## src/rtl/bmb_pkg.sv

```systemverilog
package bmb_pkg;

   typedef enum logic [1:0] {
      SZ_BYTE = 2'd0,
      SZ_WORD = 2'd1,
      SZ_LONG = 2'd2,
      SZ_QUAD = 2'd3
   } acc_size_e;

   localparam logic [2:0] SEL_CTRL  = 3'd0;
   localparam logic [2:0] SEL_ADDR  = 3'd1;
   localparam logic [2:0] SEL_DATA  = 3'd2;
   localparam logic [2:0] SEL_ASID  = 3'd3;
   localparam logic [2:0] SEL_COUNT = 3'd4;
   localparam logic [2:0] SEL_REARM = 3'd5;

   localparam int CTRL_W = 8;

   // Field order is fixed: software encodes these bit positions.
   typedef struct packed {
      logic      asid_en;
      logic      dir_write;
      logic      dir_en;
      acc_size_e size;
      logic      data_en;
      logic      pc_mode;
      logic      addr_en;
   } ctrl_t;

endpackage

```

## src/rtl/bmb_regs.sv

```systemverilog
module bmb_regs
   import bmb_pkg::*;
#(
   parameter int AW    = 32,
   parameter int DW    = 32,
   parameter int ASW   = 8,
   parameter int CW    = 16,
   parameter int CFG_W = 32
) (
   input  logic             clk,
   input  logic             rst_n,
   input  logic             we,
   input  logic [2:0]       sel,
   input  logic [CFG_W-1:0] wdata,
   output ctrl_t            ctrl,
   output logic [AW-1:0]    cmp_addr,
   output logic [DW-1:0]    cmp_data,
   output logic [ASW-1:0]   cmp_asid,
   output logic [CW-1:0]    cnt_cfg,
   output logic             rearm
);

   always_ff @(posedge clk or negedge rst_n) begin
      if (!rst_n) begin
         ctrl     <= '0;
         cmp_addr <= '0;
         cmp_data <= '0;
         cmp_asid <= '0;
         cnt_cfg  <= CW'(1);
      end else if (we) begin
         case (sel)
            SEL_CTRL:  ctrl     <= ctrl_t'(wdata[CTRL_W-1:0]);
            SEL_ADDR:  cmp_addr <= wdata[AW-1:0];
            SEL_DATA:  cmp_data <= wdata[DW-1:0];
            SEL_ASID:  cmp_asid <= wdata[ASW-1:0];
            SEL_COUNT: cnt_cfg  <= wdata[CW-1:0];
            default:   ;
         endcase
      end
   end

   assign rearm = we && (sel == SEL_REARM);

endmodule

```

## src/rtl/bmb_qualify.sv

```systemverilog
module bmb_qualify
   import bmb_pkg::*;
#(
   parameter int AW  = 32,
   parameter int DW  = 32,
   parameter int ASW = 8
) (
   input  ctrl_t          ctrl,
   input  logic [AW-1:0]  cmp_addr,
   input  logic [DW-1:0]  cmp_data,
   input  logic [ASW-1:0] cmp_asid,
   input  logic           bus_valid,
   input  logic [AW-1:0]  bus_addr,
   input  logic [DW-1:0]  bus_data,
   input  logic [1:0]     bus_size,
   input  logic           bus_write,
   input  logic           fetch_valid,
   input  logic [AW-1:0]  fetch_pc,
   input  logic           fetch_slot,
   input  logic [ASW-1:0] cur_asid,
   output logic           hit,
   output logic           hit_slot
);

   localparam int LANES = DW / 8;
   localparam int LB    = $clog2(LANES);

   logic [LANES-1:0] lane_on;
   logic [LANES-1:0] lane_eq;

   for (genvar i = 0; i < LANES; i++) begin : g_lane
      localparam logic [LB-1:0] IDX = LB'(i);
      assign lane_on[i] = ((IDX >> bus_size) == (bus_addr[LB-1:0] >> bus_size));
      assign lane_eq[i] = (bus_data[8*i +: 8] == cmp_data[8*i +: 8]);
   end

   logic [AW-1:0] probe_addr;
   logic          event_seen;
   logic          addr_ok, data_ok, dir_ok, asid_ok, any_en;

   always_comb begin
      probe_addr = ctrl.pc_mode ? fetch_pc : bus_addr;
      event_seen = ctrl.pc_mode ? fetch_valid : bus_valid;
      addr_ok    = !ctrl.addr_en || (probe_addr == cmp_addr);
      asid_ok    = !ctrl.asid_en || (cur_asid == cmp_asid);
      if (ctrl.pc_mode) begin
         data_ok = 1'b1;
         dir_ok  = 1'b1;
         any_en  = ctrl.addr_en || ctrl.asid_en;
      end else begin
         data_ok = !ctrl.data_en ||
                   ((bus_size == ctrl.size) && ((lane_on & ~lane_eq) == '0));
         dir_ok  = !ctrl.dir_en || (bus_write == ctrl.dir_write);
         any_en  = ctrl.addr_en || ctrl.data_en || ctrl.dir_en || ctrl.asid_en;
      end
      hit      = event_seen && any_en && addr_ok && data_ok && dir_ok && asid_ok;
      hit_slot = ctrl.pc_mode && fetch_slot;
   end

endmodule

```

## src/rtl/bmb_sequencer.sv

```systemverilog
module bmb_sequencer #(
   parameter int CW        = 16,
   parameter bit USE_COUNT = 1'b1
) (
   input  logic          clk,
   input  logic          rst_n,
   input  logic          rearm,
   input  logic [CW-1:0] cnt_cfg,
   input  logic          pc_mode,
   input  logic          hit,
   input  logic          hit_slot,
   input  logic          fetch_valid,
   input  logic          fetch_slot,
   output logic [CW-1:0] remaining,
   output logic          brk
);

   logic          armed;
   logic          pending;
   logic [CW-1:0] left_q;
   logic [CW-1:0] reload;
   logic          final_hit;
   logic          target_fetch;

   assign reload = (cnt_cfg == '0) ? CW'(1) : cnt_cfg;

   if (USE_COUNT) begin : g_counted
      assign final_hit = (left_q <= CW'(1));
   end else begin : g_single
      assign final_hit = 1'b1;
   end

   assign target_fetch = pc_mode && fetch_valid && !fetch_slot;

   always_ff @(posedge clk or negedge rst_n) begin
      if (!rst_n) begin
         armed   <= 1'b1;
         pending <= 1'b0;
         left_q  <= CW'(1);
         brk     <= 1'b0;
      end else begin
         brk <= 1'b0;
         if (rearm) begin
            armed   <= 1'b1;
            pending <= 1'b0;
            left_q  <= reload;
         end else if (armed) begin
            if (pending) begin
               if (target_fetch) begin
                  brk     <= 1'b1;
                  armed   <= 1'b0;
                  pending <= 1'b0;
               end
            end else if (hit) begin
               if (final_hit) begin
                  if (hit_slot) begin
                     pending <= 1'b1;
                  end else begin
                     brk   <= 1'b1;
                     armed <= 1'b0;
                  end
               end else begin
                  left_q <= left_q - CW'(1);
               end
            end
         end
      end
   end

   assign remaining = left_q;

endmodule

```

## src/rtl/bmb_unit.sv

```systemverilog
module bmb_unit
   import bmb_pkg::*;
#(
   parameter int AW        = 32,
   parameter int DW        = 32,
   parameter int ASW       = 8,
   parameter int CW        = 16,
   parameter int CFG_W     = 32,
   parameter bit USE_COUNT = 1'b1
) (
   input  logic             clk,
   input  logic             rst_n,
   input  logic             cfg_we,
   input  logic [2:0]       cfg_sel,
   input  logic [CFG_W-1:0] cfg_wdata,
   input  logic             bus_valid,
   input  logic [AW-1:0]    bus_addr,
   input  logic [DW-1:0]    bus_data,
   input  logic [1:0]       bus_size,
   input  logic             bus_write,
   input  logic             fetch_valid,
   input  logic [AW-1:0]    fetch_pc,
   input  logic             fetch_slot,
   input  logic [ASW-1:0]   cur_asid,
   output logic             brk_req
);

   if (DW != 32 && DW != 64) begin : g_bad_dw
      $error("bmb_unit: DW must be 32 or 64");
   end
   if (AW > CFG_W || DW > CFG_W || ASW > CFG_W || CW > CFG_W) begin : g_bad_cfg
      $error("bmb_unit: a field is wider than the write port");
   end
   if (CW < 1 || ASW < 1 || AW < 4 || CFG_W < CTRL_W) begin : g_bad_min
      $error("bmb_unit: parameter below its minimum");
   end

   ctrl_t          ctrl;
   logic [AW-1:0]  cmp_addr;
   logic [DW-1:0]  cmp_data;
   logic [ASW-1:0] cmp_asid;
   logic [CW-1:0]  cnt_cfg;
   logic [CW-1:0]  remaining;
   logic           rearm;
   logic           hit;
   logic           hit_slot;

   bmb_regs #(.AW(AW), .DW(DW), .ASW(ASW), .CW(CW), .CFG_W(CFG_W)) u_regs (
      .clk      (clk),
      .rst_n    (rst_n),
      .we       (cfg_we),
      .sel      (cfg_sel),
      .wdata    (cfg_wdata),
      .ctrl     (ctrl),
      .cmp_addr (cmp_addr),
      .cmp_data (cmp_data),
      .cmp_asid (cmp_asid),
      .cnt_cfg  (cnt_cfg),
      .rearm    (rearm)
   );

   bmb_qualify #(.AW(AW), .DW(DW), .ASW(ASW)) u_qual (
      .ctrl        (ctrl),
      .cmp_addr    (cmp_addr),
      .cmp_data    (cmp_data),
      .cmp_asid    (cmp_asid),
      .bus_valid   (bus_valid),
      .bus_addr    (bus_addr),
      .bus_data    (bus_data),
      .bus_size    (bus_size),
      .bus_write   (bus_write),
      .fetch_valid (fetch_valid),
      .fetch_pc    (fetch_pc),
      .fetch_slot  (fetch_slot),
      .cur_asid    (cur_asid),
      .hit         (hit),
      .hit_slot    (hit_slot)
   );

   bmb_sequencer #(.CW(CW), .USE_COUNT(USE_COUNT)) u_seq (
      .clk         (clk),
      .rst_n       (rst_n),
      .rearm       (rearm),
      .cnt_cfg     (cnt_cfg),
      .pc_mode     (ctrl.pc_mode),
      .hit         (hit),
      .hit_slot    (hit_slot),
      .fetch_valid (fetch_valid),
      .fetch_slot  (fetch_slot),
      .remaining   (remaining),
      .brk         (brk_req)
   );

endmodule

```

## config.mk

```make
export PLATFORM = sky130hd
export DESIGN_NAME = bmb_unit
export DESIGN_NICKNAME = d
export VERILOG_FILES = /design/src/rtl/bmb_pkg.sv /design/src/rtl/bmb_regs.sv /design/src/rtl/bmb_qualify.sv /design/src/rtl/bmb_sequencer.sv /design/src/rtl/bmb_unit.sv
export SDC_FILE = /design/constraint.sdc
export NUM_CORES = 1
export LEC_CHECK = 0
export BUFFER_PORTS_ARGS = -buffer_cell sky130_fd_sc_hd__buf_2
export CORE_MARGIN = 2
export CORE_UTILIZATION = 49
export CTS_CLUSTER_SIZE = 10
export DETAILED_ROUTE_END_ITERATION = 8
export PLACE_DENSITY = 0.86
export RECOVER_POWER = 100
export SYNTH_ARGS = -nofsm -noshare
export SYNTH_HDL_FRONTEND = slang
export SYNTH_SLANG_ARGS = --single-unit
```

## constraint.sdc

```tcl
create_clock -name clk -period 2.6 [get_ports clk]
set_input_delay 0.13 -clock clk [delete_from_list [all_inputs] [get_ports clk]]
set_output_delay 0.13 -clock clk [all_outputs]
set_load 0.01 [all_outputs]
```

* Word-level counts from Yosys, hierarchy flattened
Index checks and enable logic that the tools add are counted.
** Cells by class
- Add/sub/neg operators :: 1
- Order comparisons :: 1
- Equal/unequal tests :: 19
- Shift-type cells :: 5
- Mux-type cells :: 30
- Bitwise logic cells :: 2
- Reductions and logical operators :: 34
** Operators with widths (count)
- 16-bit 2-to-1 mux :: 6
- 8-bit == test :: 5
- 32-bit == test :: 1
- 32-bit 2-to-1 mux :: 1
- 1-bit 2-to-1 mux :: 23
- 16-bit by 1-bit less-or-equal comparator with 1-bit output, second input constant :: 1
- 16-bit logical NOT :: 1
- 16-bit by 1-bit subtractor with 16-bit output, second input constant :: 1
- 2-bit == test :: 5
- 1-bit logical AND :: 10
- 2-bit AND reduction :: 5
- 1-bit logical OR :: 8
- 3-bit by 2-bit == test with 1-bit output, second input constant :: 2
- 3-bit == test, second input constant :: 2
- 1-bit logical NOT :: 5
- 4-bit bitwise AND :: 1
- 4-bit logical NOT :: 1
- 2-bit inequality test, second input constant :: 2
- 4-bit inverter :: 1
- 4-bit AND reduction :: 1
- 2-bit nonzero test :: 2
- 1-bit by 2-bit >> shifter with 2-bit output, first input constant :: 2
- 2-bit by 2-bit >> shifter with 2-bit output, first input constant :: 2
- 3-bit by 1-bit == test with 1-bit output, second input constant :: 1
- other kinds (3) :: 3
** Word-level totals
- Flip-flop bits (word level) :: 115
- Input port bits :: 148
- Output and inout port bits :: 1
- Logic and storage cells :: 107

* Depth between registers and ports, before layout
Gate-level depths: netlist of run 1.
- Depth in word-level cells :: 14
- Gate-level depth with buffers :: 12
- Mapped depth without buffers :: 9

* Hierarchy
A second synthesis of run 1 with hierarchy kept.
** Unflattened totals
- Cell total of the unflattened synthesis :: 493
- Area total of the unflattened synthesis :: 6427.4 µm²
** Modules (own cells, without submodules)
- bmb_regs :: times used 1, cells each 208, area each 3940.0 µm², seq. area each 2403.6 µm²
- bmb_qualify :: times used 1, cells each 152, area each 1268.7 µm², seq. area each 0.0 µm²
- bmb_sequencer :: times used 1, cells each 133, area each 1218.7 µm², seq. area each 478.0 µm²

* Worst setup path after synthesis of run 1
OpenSTA, ideal clock, no wires.
- Kind :: flip-flop to flip-flop
- Start :: register u_seq.left_q[2] (netlist: u_seq.remaining[2])
- End :: register u_seq.brk
- Library setup time :: 0.067 ns
- Arrival time :: 2.551 ns
- Required time :: 2.533 ns
- Setup slack :: -0.018 ns
- Stages on the path, launching flop included :: 9
- Path buffers :: 0
- Clock period less this slack :: 2.618 ns
- Cell sequence :: dfrtp_1 -> or3_4 -> nor4_4 -> nand2_1 -> or3_1 -> or3_1 -> o31a_1 -> a21oi_1 -> and3_1
** On the way
- Cells in the longest elaborated chain, start to end :: 6
** RTL lines
- from (decl) :: RTL line bmb_sequencer.sv:20 : logic [CW-1:0] left_q;
- from (signal assigned) :: RTL line bmb_sequencer.sv:46 : left_q <= reload;
- from (signal assigned) :: RTL line bmb_sequencer.sv:63 : left_q <= left_q - CW'(1);
- 16-bit by 1-bit less-or-equal comparator with 1-bit output :: RTL line bmb_sequencer.sv:28 : assign final_hit = (left_q <= CW'(1));
- 1-bit 2-to-1 mux :: RTL line bmb_sequencer.sv:55 : if (final_hit) begin
- 1-bit 2-to-1 mux :: RTL line bmb_sequencer.sv:54 : end else if (hit) begin
- 1-bit 2-to-1 mux :: RTL line bmb_sequencer.sv:48 : if (pending) begin
- 1-bit 2-to-1 mux :: RTL line bmb_sequencer.sv:47 : end else if (armed) begin
- 1-bit 2-to-1 mux :: RTL line bmb_sequencer.sv:43 : if (rearm) begin
- to (signal assigned) :: RTL line bmb_sequencer.sv:42 : brk <= 1'b0;
- to (signal assigned) :: RTL line bmb_sequencer.sv:50 : brk <= 1'b1;
- to (signal assigned) :: RTL line bmb_sequencer.sv:59 : brk <= 1'b1;
- to (decl) :: RTL line bmb_sequencer.sv:15 : output logic brk
Every way passes these cells.
A chain may end at the register's enable or synchronous reset.

* Final worst setup path of run 1
- Start :: register u_regs.ctrl[1] (netlist name)
- End :: register u_seq.left_q[8] (netlist: u_seq.remaining[8])
** On the way
- Cells in the longest elaborated chain, start to end :: 9
- Elaborated cells between the ends (all ways) :: 14
- Those cells by class :: eq/ne: 1; mux: 5; reduce/logical: 8
** RTL lines
- 32-bit 2-to-1 mux :: RTL line bmb_qualify.sv:42 : probe_addr = ctrl.pc_mode ? fetch_pc : bus_addr;
- 32-bit == test :: RTL line bmb_qualify.sv:44 : addr_ok = !ctrl.addr_en || (probe_addr == cmp_addr);
- 1-bit logical OR :: RTL line bmb_qualify.sv:44
- 1-bit logical AND (2 in a row) :: RTL line bmb_qualify.sv:56 : hit = event_seen && any_en && addr_ok && data_ok && dir_ok && asid_ok;
- 1-bit logical AND * (2 in a row) :: RTL line bmb_qualify.sv:56
- 2-bit nonzero test (no line) *
- 4-bit AND reduction (no line) *
Mark *: on every way between the ends. The rest lies on a longest branch, timed or not.

==> results of run 1 <==
==> power by group <==
| group | internal, mW | switching (mW) |
|---|---|---|
| Combinational | 1.05 | 0.940 |
| Sequential | 2.25 | 0.388 |
| Clock | 1.67 | 0.823 |
| Total | 4.97 | 2.15 |
==> per-layer routing <==
metal / up-vias / GRT usage / wire length, um
met5: - / 0 / 0
met1: 2490 / 0.336 / 6990
met4: 0 / 0.147 / 840
met3: 71 / 0.0675 / 1170
li1: 2183 / - / -
met2: 255 / 0.502 / 9390
==> through the flow <==
step	worst slack, ns	total power [mW]	hold WS, ns	area [sq um]	instances
6_report	-0.361	7.12	0.0103	8260	876
3_3_place_gp	-0.191	4.19	0.185	7190	819
3_5_place_dp	-0.312	4.30	0.194	7190	819
2_1_floorplan	0.00796	3.68	-0.166	6060	493
5_1_grt	-0.489	7.40	0.00521	8250	875
4_1_cts	-0.234	7.01	0.000309	8220	875
==> cell usage in the layout, fill, tap and decap left out, drive strengths merged, types with 16 or more instances in the layout <==
master,Yosys,routed
clkbuf,11,31
mux2i,32,32
o21ai,16,16
xor2,49,49
dfrtp,112,112
mux2,97,97
xnor2,41,41
nor4,29,29
buf,6,174
dlygate4sd3,0,17
nand2,27,27
==> cells by family after synthesis <==
family,after synthesis,share of synthesized area
buffers and inverters,21,0.0171
AO/OA/AOI/OAI,35,0.0382
AND/OR/NAND/NOR,101,0.102
multiplexers,129,0.233
flip-flops,115,0.476
XOR/XNOR,90,0.130
adder cells (fa/ha/maj),2,0.00413
==> area by class of cell <==
cell class | count | area (sq um) | share of cell area
timing repair buffer | 200 | 1250 | 0.151
tap | 168 | 210 | 0.0255
antenna | 1 | 2.50 | 0.000303
multi-input combinational | 357 | 3270 | 0.396
clock buffer | 22 | 474 | 0.0574
sequential | 115 | 2880 | 0.349
inverter | 4 | 15.0 | 0.00182
clock inverter | 9 | 153 | 0.0185
==> sequential cells by signal (all words and copies together) (netlist names) <==
signal / count
u_seq.armed: 1
u_regs.cmp_asid: 8
u_regs.cmp_data: 32
u_seq.pending: 1
u_regs.cnt_cfg: 16
u_regs.cmp_addr: 32
u_regs.ctrl: 8
u_seq.brk: 1
u_seq.remaining: 16
==> worst max-delay path, stage by stage, from the launching register on <==
cell,delay (ns)
sky130_fd_sc_hd__dfrtp_2,0.46
sky130_fd_sc_hd__buf_12,0.16
sky130_fd_sc_hd__buf_16,0.13
sky130_fd_sc_hd__mux2i_2,0.20
sky130_fd_sc_hd__xnor2_1,0.10
sky130_fd_sc_hd__nor4_2,0.37
sky130_fd_sc_hd__nand4_1,0.21
sky130_fd_sc_hd__o41ai_4,0.29
sky130_fd_sc_hd__nand4b_2,0.17
sky130_fd_sc_hd__buf_12,0.19
sky130_fd_sc_hd__buf_4,0.15
sky130_fd_sc_hd__nor3_2,0.18
sky130_fd_sc_hd__xnor2_1,0.14
sky130_fd_sc_hd__o21ai_1,0.07
==> timing repair <==
item / in CTS / in global routing
hold buffers: 17 / 0
gates cloned: 2 / 0
endpoints found under the hold margin: 77 / 0
setup buffers: 6 / 0
pin swaps: 7 / 1
endpoints found under the setup margin: 18 / 19
gates resized for setup: 26 / 12
==> final timing paths <==
kind / start / endpoint / slack [ns] / cells past startpoint
max in group asynchronous: rst_n / u_regs.ctrl[1]$_DFFE_PN0P_ / 0.37 / 3
hold reg to reg: u_regs.cmp_asid[7]$_DFFE_PN0P_ / u_regs.cmp_asid[7]$_DFFE_PN0P_ / 0.52 / 1
setup / recovery: u_regs.ctrl[1]$_DFFE_PN0P_ / u_seq.remaining[8]$_DFFE_PN0P_ / -0.36 / 13
hold / removal: cfg_wdata[8] / u_regs.cmp_data[8]$_DFFE_PN0P_ / 0.01 / 2
setup reg to reg: u_regs.ctrl[1]$_DFFE_PN0P_ / u_seq.remaining[8]$_DFFE_PN0P_ / -0.36 / 13
min in group asynchronous: rst_n / u_regs.cmp_asid[2]$_DFFE_PN0P_ / 0.49 / 2
==> results.toml, run 1 <==
[run_status]
run_status = "finished, violations left"
violations = "capacitance limit, slew limit, setup timing"

[worst_setup_path]
cp.arrival_ns = 3.25
endpoint_kind = "flop"
worst_ep_required_time_ns = 2.89
worst-path-max-fanout = 14
crit_type = "flop to flop"
setup.worst_path.start_class = "flop"

[detailed_routing]
dr_pass1_iterations = 5
wl_per_cell_um = 21.0
avgViaCountPerCell = 5.71
vias = 4999
final_antenna_net_count = 0
detail_route.wirelength_mm = 18.4
drt_iter0_drc = 341
drc_errors = 0

[clock_network]
cts.root.buffer_cell = "sky130_fd_sc_hd__clkbuf_16"
cts.sink_count = 115
tritoncts.num_buffers = 17
path_clk_slew_ns = 0.05
clkLatencyLatePin_ns = 0.42
max-clock-path-buffers = 2
htree_num_levels = 4
tritoncts = "built"

[placement]
port_buffers = 148
gp_congestion = 0.986
detailed_place_hpwl_mm = 11.8

[timing]
final_hold_viol_count = 0
fin_crit_sh = 1.14
fin_crit_ns = 2.96
max_slew_margin = -0.351
setup_ws_ns = -0.361
clock-skew-final_ns = 0.0108
unrepaired_setup_endpoints_after_global_routing = "yes"
maxSlewViolCount = 66
final_number_of_setup_violating_endpoints = 19
fmax_mhz = 338
worst-slew-pin-transition_ns = 2.03
fin_tns_setup_ns = -5.57

[finish]
post-route-util = 0.684
syn_to_final_growth_pct = 36.3
drive_gt1_frac = 0.488
filler_cell_count = 782
finish.net_count = 845

[synthesis]
synth_async_sr_flop_share = 1.00
synth.top_cells.by_area = "sky130_fd_sc_hd__dfrtp_1 (46%), sky130_fd_sc_hd__mux2_2 (18%), sky130_fd_sc_hd__xor2_1 (7.1%)"
synth_enable_flop_cells = 0
synth_net_count = 643
yosysUniqueCellTypes = 46
yosysTopAreaCell = "sky130_fd_sc_hd__dfrtp_1"
synth-warning-count = 0
mappedNetlistArea_sq_um = 6060
synth_flop_cell = "sky130_fd_sc_hd__dfrtp_1"
post_synth.cell_area_avg_sq_um = 12.3
syn_inst = 493
synth-seq-cells = 115
synth.most_common_cell = "sky130_fd_sc_hd__dfrtp_1"
synth_seq_area_share = 0.476
synth_top_area_frac = 0.463
synth_common_cells = "sky130_fd_sc_hd__dfrtp_1 (112), sky130_fd_sc_hd__mux2_2 (96), sky130_fd_sc_hd__xor2_1 (49)"

[power]
leakage_nw = 3.62
peakVddDrop_mv = 0.494
power.density_cell_area_nw_per_um2 = 863

[flow_run]
max-cap-violations = 2

[global_routing]
first_global_vias = 5498
residual_overflow_from_global_routing = 0
grt_start_max_net_pins = 71
grt_first_pass_wirelength_mm = 28.6
antenna_violations_before_repair = 0
grt_usage = 0.289

[die]
width_of_the_die_um = 115
initial_core_util = 0.502
rows = 40
placeableCoreArea_sq_um = 12100
dieHeight_um = 115
top_level_ports = 149
area_enclosed_by_the_die_boundary_sq_um = 13300

[worst_hold_path]
hold_path.class = "input pin to flop"
Note: power is estimated with default switching activity, not from simulation.
==> run 2, diff against run 1 <==
CORE_ASPECT_RATIO = 0.9   (was unset)
==> run 2 against run 1 <==
  * The run still ends with capacitance limit, slew limit, setup timing left
  * Via count shrank 5.5%
  * Fmax shrank 0.26%
  * Critical path depth shrank 2
  * Combinational power shrank 11%
  * First-iteration DRC count shrank 13%
  * Worst hold slack gained 0.00085 ns
  * Sequential power is essentially flat
  * Sequential cell count is the same
  * Final area shrank 3.2%
  * Global-route usage shrank 3.3 points
==> results.toml, run 2 (synthesized netlist as in run 1, its figures left out) <==
[run_status]
run_status = "finished, violations left"
violations = "capacitance limit, slew limit, setup timing"

[timing]
maxSlewViolCount = 68
clock-skew-final_ns = 0.00813
setup_ws_ns = -0.368
unrepaired_setup_endpoints_after_global_routing = "yes"
final_hold_viol_count = 0
fmax_mhz = 337
fin_crit_sh = 1.14
max_slew_margin = -0.296
fin_crit_ns = 2.97
worst-slew-pin-transition_ns = 1.94
final_number_of_setup_violating_endpoints = 19

[finish]
final_common_cell = "sky130_fd_sc_hd__buf_2"
biggestRegsByFlops = "u_regs.cmp_addr x32, u_regs.cmp_data x32"
syn_to_final_growth_pct = 31.9
design_area_sq_um = 7990
fin_cells = 862
finish.net_count = 839
filler_cell_count = 888
drive_gt1_frac = 0.467
most-common-layout-cells = "sky130_fd_sc_hd__buf_2 (144), sky130_fd_sc_hd__dfrtp_1 (111), sky130_fd_sc_hd__mux2_2 (95)"
antenna_cells = 0

[clock_network]
tritoncts.num_buffers = 17
tritoncts = "built"
max-clock-path-buffers = 2
htree_num_levels = 4
clkLatencyLatePin_ns = 0.41
cts.sink_count = 115
path_clk_slew_ns = 0.06
cts.root.buffer_cell = "sky130_fd_sc_hd__clkbuf_16"

[power]
power.share.sequential = 0.384
report.power.total_mw = 6.76
peakVddDrop_mv = 0.520
share_comb_of_total_power = 0.264
power_frac_clock = 0.352
p_sw_mw = 1.99
leakage_nw = 3.55
power_report.internal_total_mw = 4.77
netSwitchingFraction = 0.294
power.density_cell_area_nw_per_um2 = 846

[global_routing]
grt_first_pass_wirelength_mm = 25.7
first_global_vias = 5149
grt_usage = 0.256
residual_overflow_from_global_routing = 0
antenna_violations_before_repair = 0
grt_start_max_net_pins = 56

[placement]
port_buffers = 148
gp_congestion = 0.841
detailed_place_hpwl_mm = 11.4
placed_cells = 811
postPlaceCellArea_sq_um = 7180

[die]
area_enclosed_by_the_die_boundary_sq_um = 13300
initial_core_util = 0.502
rows = 38
dieHeight_um = 109
placeableCoreArea_sq_um = 12100
width_of_the_die_um = 121
top_level_ports = 149

[worst_setup_path]
worst-path-max-fanout = 22
regToRegSetupSlack_ns = -0.37
endpoint_kind = "flop"
cp.arrival_ns = 3.30
crit_type = "flop to flop"
worst_ep_required_time_ns = 2.93
setup.worst_path.start_class = "flop"

[detailed_routing]
wl_per_cell_um = 18.7
detail_route.wirelength_mm = 16.1
dr_pass1_iterations = 4
drc_errors = 0
vias = 4726
final_antenna_net_count = 0
drt_iter0_drc = 295
avgViaCountPerCell = 5.48

[flow_run]
max-cap-violations = 2

[worst_hold_path]
hold_path.class = "input pin to flop"
-- run 2: critical path, cell delays in order, from the launching register on --
cell                       delay [ns]
sky130_fd_sc_hd__dfrtp_2         0.43
sky130_fd_sc_hd__buf_12          0.21
sky130_fd_sc_hd__mux2i_1         0.30
sky130_fd_sc_hd__xnor2_1         0.12
sky130_fd_sc_hd__nor4_2          0.33
sky130_fd_sc_hd__nand2_1         0.15
sky130_fd_sc_hd__o41ai_4         0.35
sky130_fd_sc_hd__nand4b_2        0.17
sky130_fd_sc_hd__buf_12          0.18
sky130_fd_sc_hd__nand2b_1        0.16
sky130_fd_sc_hd__mux2_1          0.32
sky130_fd_sc_hd__o21ai_1         0.14
-- run 2: final cells by class --
class	count	area [sq um]	share of cell area
inverter	4	15.0	0.00188
clock inverter	10	130	0.0163
tap	160	200	0.0250
sequential	115	2880	0.361
multi-input combinational	357	3140	0.393
timing repair buffer	194	1150	0.144
clock buffer	22	474	0.0593
-- run 2: through the flow --
step / setup TNS (ns) / utilization / hold WS (ns) / setup slack (ns)
final: -4.29 / 0.662 / 0.0111 / -0.368
after global routing: -11.29 / 0.662 / 0.00977 / -0.509
after CTS: -4.92 / 0.663 / 0.00285 / -0.391
after detailed placement: -6.63 / 0.595 / 0.106 / -0.509
after global placement: -3.74 / 0.595 / 0.101 / -0.306
after floorplan: 0 / - / -0.166 / 0.00796
-- run 2: worst paths after layout --
kind,from,endpoint,cells after the start
worst max-delay path,u_regs.ctrl[1]$_DFFE_PN0P_,u_seq.remaining[1]$_DFFE_PN0P_,11
min in group asynchronous,rst_n,u_regs.cmp_asid[5]$_DFFE_PN0P_,2
worst max register to register,u_regs.ctrl[1]$_DFFE_PN0P_,u_seq.remaining[1]$_DFFE_PN0P_,11
worst min register to register,u_regs.cnt_cfg[10]$_DFFE_PN0P_,u_seq.remaining[10]$_DFFE_PN0P_,2
max in group asynchronous,rst_n,u_seq.remaining[11]$_DFFE_PN0P_,3
worst min-delay path,cfg_wdata[25],u_regs.cmp_data[25]$_DFFE_PN0P_,2
-- run 2: routing by layer --
metal,global-route usage,up-vias,wire length [um]
met5,0,-,0
met4,0.118,0,496
met3,0.0456,41,743
met2,0.463,157,8370
met1,0.298,2365,6480
li1,-,2163,-
-- run 2: repair_timing --
action,4_1_cts,5_1_grt
gates resized for setup,7,6
setup endpoints to repair,19,19
pin swaps,1,1
endpoints found under the hold margin,64,0
hold buffers,17,0
setup buffers,2,0
-- run 2: power by group through the flow --
stage	registers (mW)	logic (mW)	clock network (mW)
floorplan	2.52	1.16	0
global route	2.65	1.93	2.49
CTS	2.59	1.76	2.40
finish	2.60	1.78	2.38
detailed placement	2.62	1.68	0
global placement	2.58	1.60	0
==> run 3, diff against run 2 <==
MAX_ROUTING_LAYER = met4   (was unset)
==> run 3 against run 2 <==
  * The run still ends with capacitance limit, slew limit, setup timing left
  * Worst hold slack gained 0.0028 ns
  * Die area stayed put
  * Sequential share of layout area decreased by 0.72 points
  * Sequential cell count stayed put
  * Sequential power is essentially flat
  * Fmax shrank 1.9%
  * Register-to-register slack worse by 0.06 ns
  * Final cell count rose by 0.81%
  * Clock power is 2% higher
  * Wire length increased by 0.86%
==> results.toml, run 3 (synthesized netlist as in run 1, its figures left out) <==
[worst_setup_path]
worst_r2r_endpoint = "u_seq.brk$_DFF_PN0_"
cp_num_cells = 12
endpoint_kind = "flop"
cp.buffers_inverters = 3
setup.worst_path.start_class = "flop"
worst_ep_required_time_ns = 2.94
critical_path.cell_chain = "buf_4 -> mux2i_1 -> xnor2_1 -> nor4_1 -> nand2_1 -> o41ai_4 -> buf_4 -> buf_4 -> nand2_2 -> o31a_1 -> a21oi_2 -> and3_4"
worst_path_max_stage_delay_ns = 0.48
crit_type = "flop to flop"
cp_slowest_cell = "sky130_fd_sc_hd__dfrtp_2"
worst-path-max-fanout = 9
r2r_start = "u_regs.ctrl[1]$_DFFE_PN0P_"
regToRegSetupSlack_ns = -0.42
critical-path-top-delay-family = "compound AO/OA/AOI/OAI gates"
worst-r2r-cell-count = 12
timing.critical_path.mode_cell = "sky130_fd_sc_hd__buf_4"
cp.arrival_ns = 3.37

[clock_network]
htree_num_levels = 4
clkLatencyLatePin_ns = 0.41
tritoncts.num_buffers = 17
max-clock-path-buffers = 2
cts.root.buffer_cell = "sky130_fd_sc_hd__clkbuf_16"
tritoncts = "built"
cts.sink_count = 115
path_clk_slew_ns = 0.05

[finish]
syn_to_final_growth_pct = 34.7
post-route-util = 0.676
fin_cells = 869
finish.net_count = 845
most-common-layout-cells = "sky130_fd_sc_hd__buf_2 (144), sky130_fd_sc_hd__dfrtp_1 (111), sky130_fd_sc_hd__mux2_2 (96)"
final_common_cell = "sky130_fd_sc_hd__buf_2"
drive_gt1_frac = 0.472
biggestRegsByFlops = "u_regs.cmp_addr x32, u_regs.cmp_data x32"

[power]
report.power.total_mw = 6.90
power.density_cell_area_nw_per_um2 = 846
power_frac_clock = 0.352
netSwitchingFraction = 0.292
power.share.sequential = 0.379
peakVddDrop_mv = 0.547
p_sw_mw = 2.01
share_comb_of_total_power = 0.269
power_report.internal_total_mw = 4.89
leakage_nw = 3.60

[timing]
fin_crit_sh = 1.16
unrepaired_setup_endpoints_after_global_routing = "yes"
setup_ws_ns = -0.425
fmax_mhz = 331
max_slew_margin = -0.279
fin_crit_ns = 3.02
maxSlewViolCount = 69
fin_tns_setup_ns = -5.77
clock-skew-final_ns = 0.00905
final_number_of_setup_violating_endpoints = 19
worst-slew-pin-transition_ns = 1.92
final_hold_viol_count = 0

[placement]
placed_cells = 811
pre_cts_ws_ns = -0.408
detailed_place_hpwl_mm = 11.3
port_buffers = 148
gp_congestion = 0.855

[worst_hold_path]
worst_hold_path_startpoint = "cfg_wdata[9]"
min_path_cells = 2
whs_endpoint = "u_regs.cmp_addr[9]$_DFFE_PN0P_"
hold_path.class = "input pin to flop"

[global_routing]
grt_first_pass_wirelength_mm = 25.0
antenna_violations_before_repair = 1
first_global_vias = 5024
grt_start_max_net_pins = 56
residual_overflow_from_global_routing = 0
grt_usage = 0.254

[die]
top_level_ports = 149
dieHeight_um = 109
width_of_the_die_um = 121
placeableCoreArea_sq_um = 12100
initial_core_util = 0.502
rows = 38
area_enclosed_by_the_die_boundary_sq_um = 13300

[run_status]
violations = "capacitance limit, slew limit, setup timing"
run_status = "finished, violations left"

[detailed_routing]
dr_pass1_iterations = 5
avgViaCountPerCell = 5.45
wl_per_cell_um = 18.7
vias = 4735
drc_errors = 0
final_antenna_net_count = 0
detail_route.wirelength_mm = 16.2
drt_iter0_drc = 287

[flow_run]
max-cap-violations = 2
-- run 3: cell types whose count changed in the layout (fill, tap and decap cells not counted), moves of 3 or more --
cell,change
sky130_fd_sc_hd__mux2i_4,+3
sky130_fd_sc_hd__mux2i_1,-3
sky130_fd_sc_hd__nor4_2,-5
sky130_fd_sc_hd__nor4_1,+3
sky130_fd_sc_hd__clkinv_2,-3
-- run 3: power groups by stage --
stage	clock network, mW	logic, mW	registers, mW
2_1_floorplan	0	1.16	2.52
3_3_place_gp	0	1.60	2.58
3_5_place_dp	0	1.68	2.62
4_1_cts	2.45	1.75	2.60
5_1_grt	2.55	2.02	2.66
6_report	2.43	1.86	2.61
-- run 3: stage by stage --
stage          hold WS, ns  cell area (sq um)
4_1_cts            0.00421               8050
3_5_place_dp         0.115               7180
3_3_place_gp         0.112               7180
2_1_floorplan       -0.166               6060
5_1_grt            0.00695               8160
6_report            0.0139               8160
-- run 3: final cells by class --
| class | count | area [sq um] |
|---|---|---|
| multi-input combinational | 357 | 3200 |
| antenna | 1 | 2.50 |
| tap | 160 | 200 |
| inverter | 4 | 15.0 |
| fill | 846 | 3920 |
| timing repair buffer | 200 | 1240 |
| sequential | 115 | 2880 |
| clock inverter | 8 | 123 |
| clock buffer | 24 | 502 |
-- run 3: worst max path at each step --
stage                                         startpoint                             end  slack, ns
after floorplan           u_seq.remaining[2]$_DFFE_PN0P_             u_seq.brk$_DFF_PN0_      0.008
after global placement        u_regs.ctrl[1]$_DFFE_PN0P_  u_seq.remaining[1]$_DFFE_PN0P_      -0.25
after detailed placement      u_regs.ctrl[1]$_DFFE_PN0P_  u_seq.remaining[4]$_DFFE_PN0P_      -0.41
after CTS                     u_regs.ctrl[1]$_DFFE_PN0P_  u_seq.remaining[6]$_DFFE_PN0P_      -0.28
after global routing          u_regs.ctrl[1]$_DFFE_PN0P_  u_seq.remaining[7]$_DFFE_PN0P_      -0.50
final                         u_regs.ctrl[1]$_DFFE_PN0P_             u_seq.brk$_DFF_PN0_      -0.42
-- run 3: repair_timing --
| action | CTS | global route |
|---|---|---|
| cloned | 0 | 2 |
| pin swaps | 1 | 3 |
| endpoints found under the hold margin | 68 | 0 |
| buffers inserted | 2 | 2 |
| gates resized for setup | 8 | 12 |
| endpoints found under the setup margin | 18 | 19 |
| hold buffers | 19 | 0 |
-- run 3: per-layer routing --
metal  routed length [um]  global-route usage  up-vias
li1                     -                   -     2174
met1                 6700               0.299     2362
met2                 8460               0.443      174
met3                  828              0.0508       25
met4                  242              0.0813        0
met5                    0                   -        -
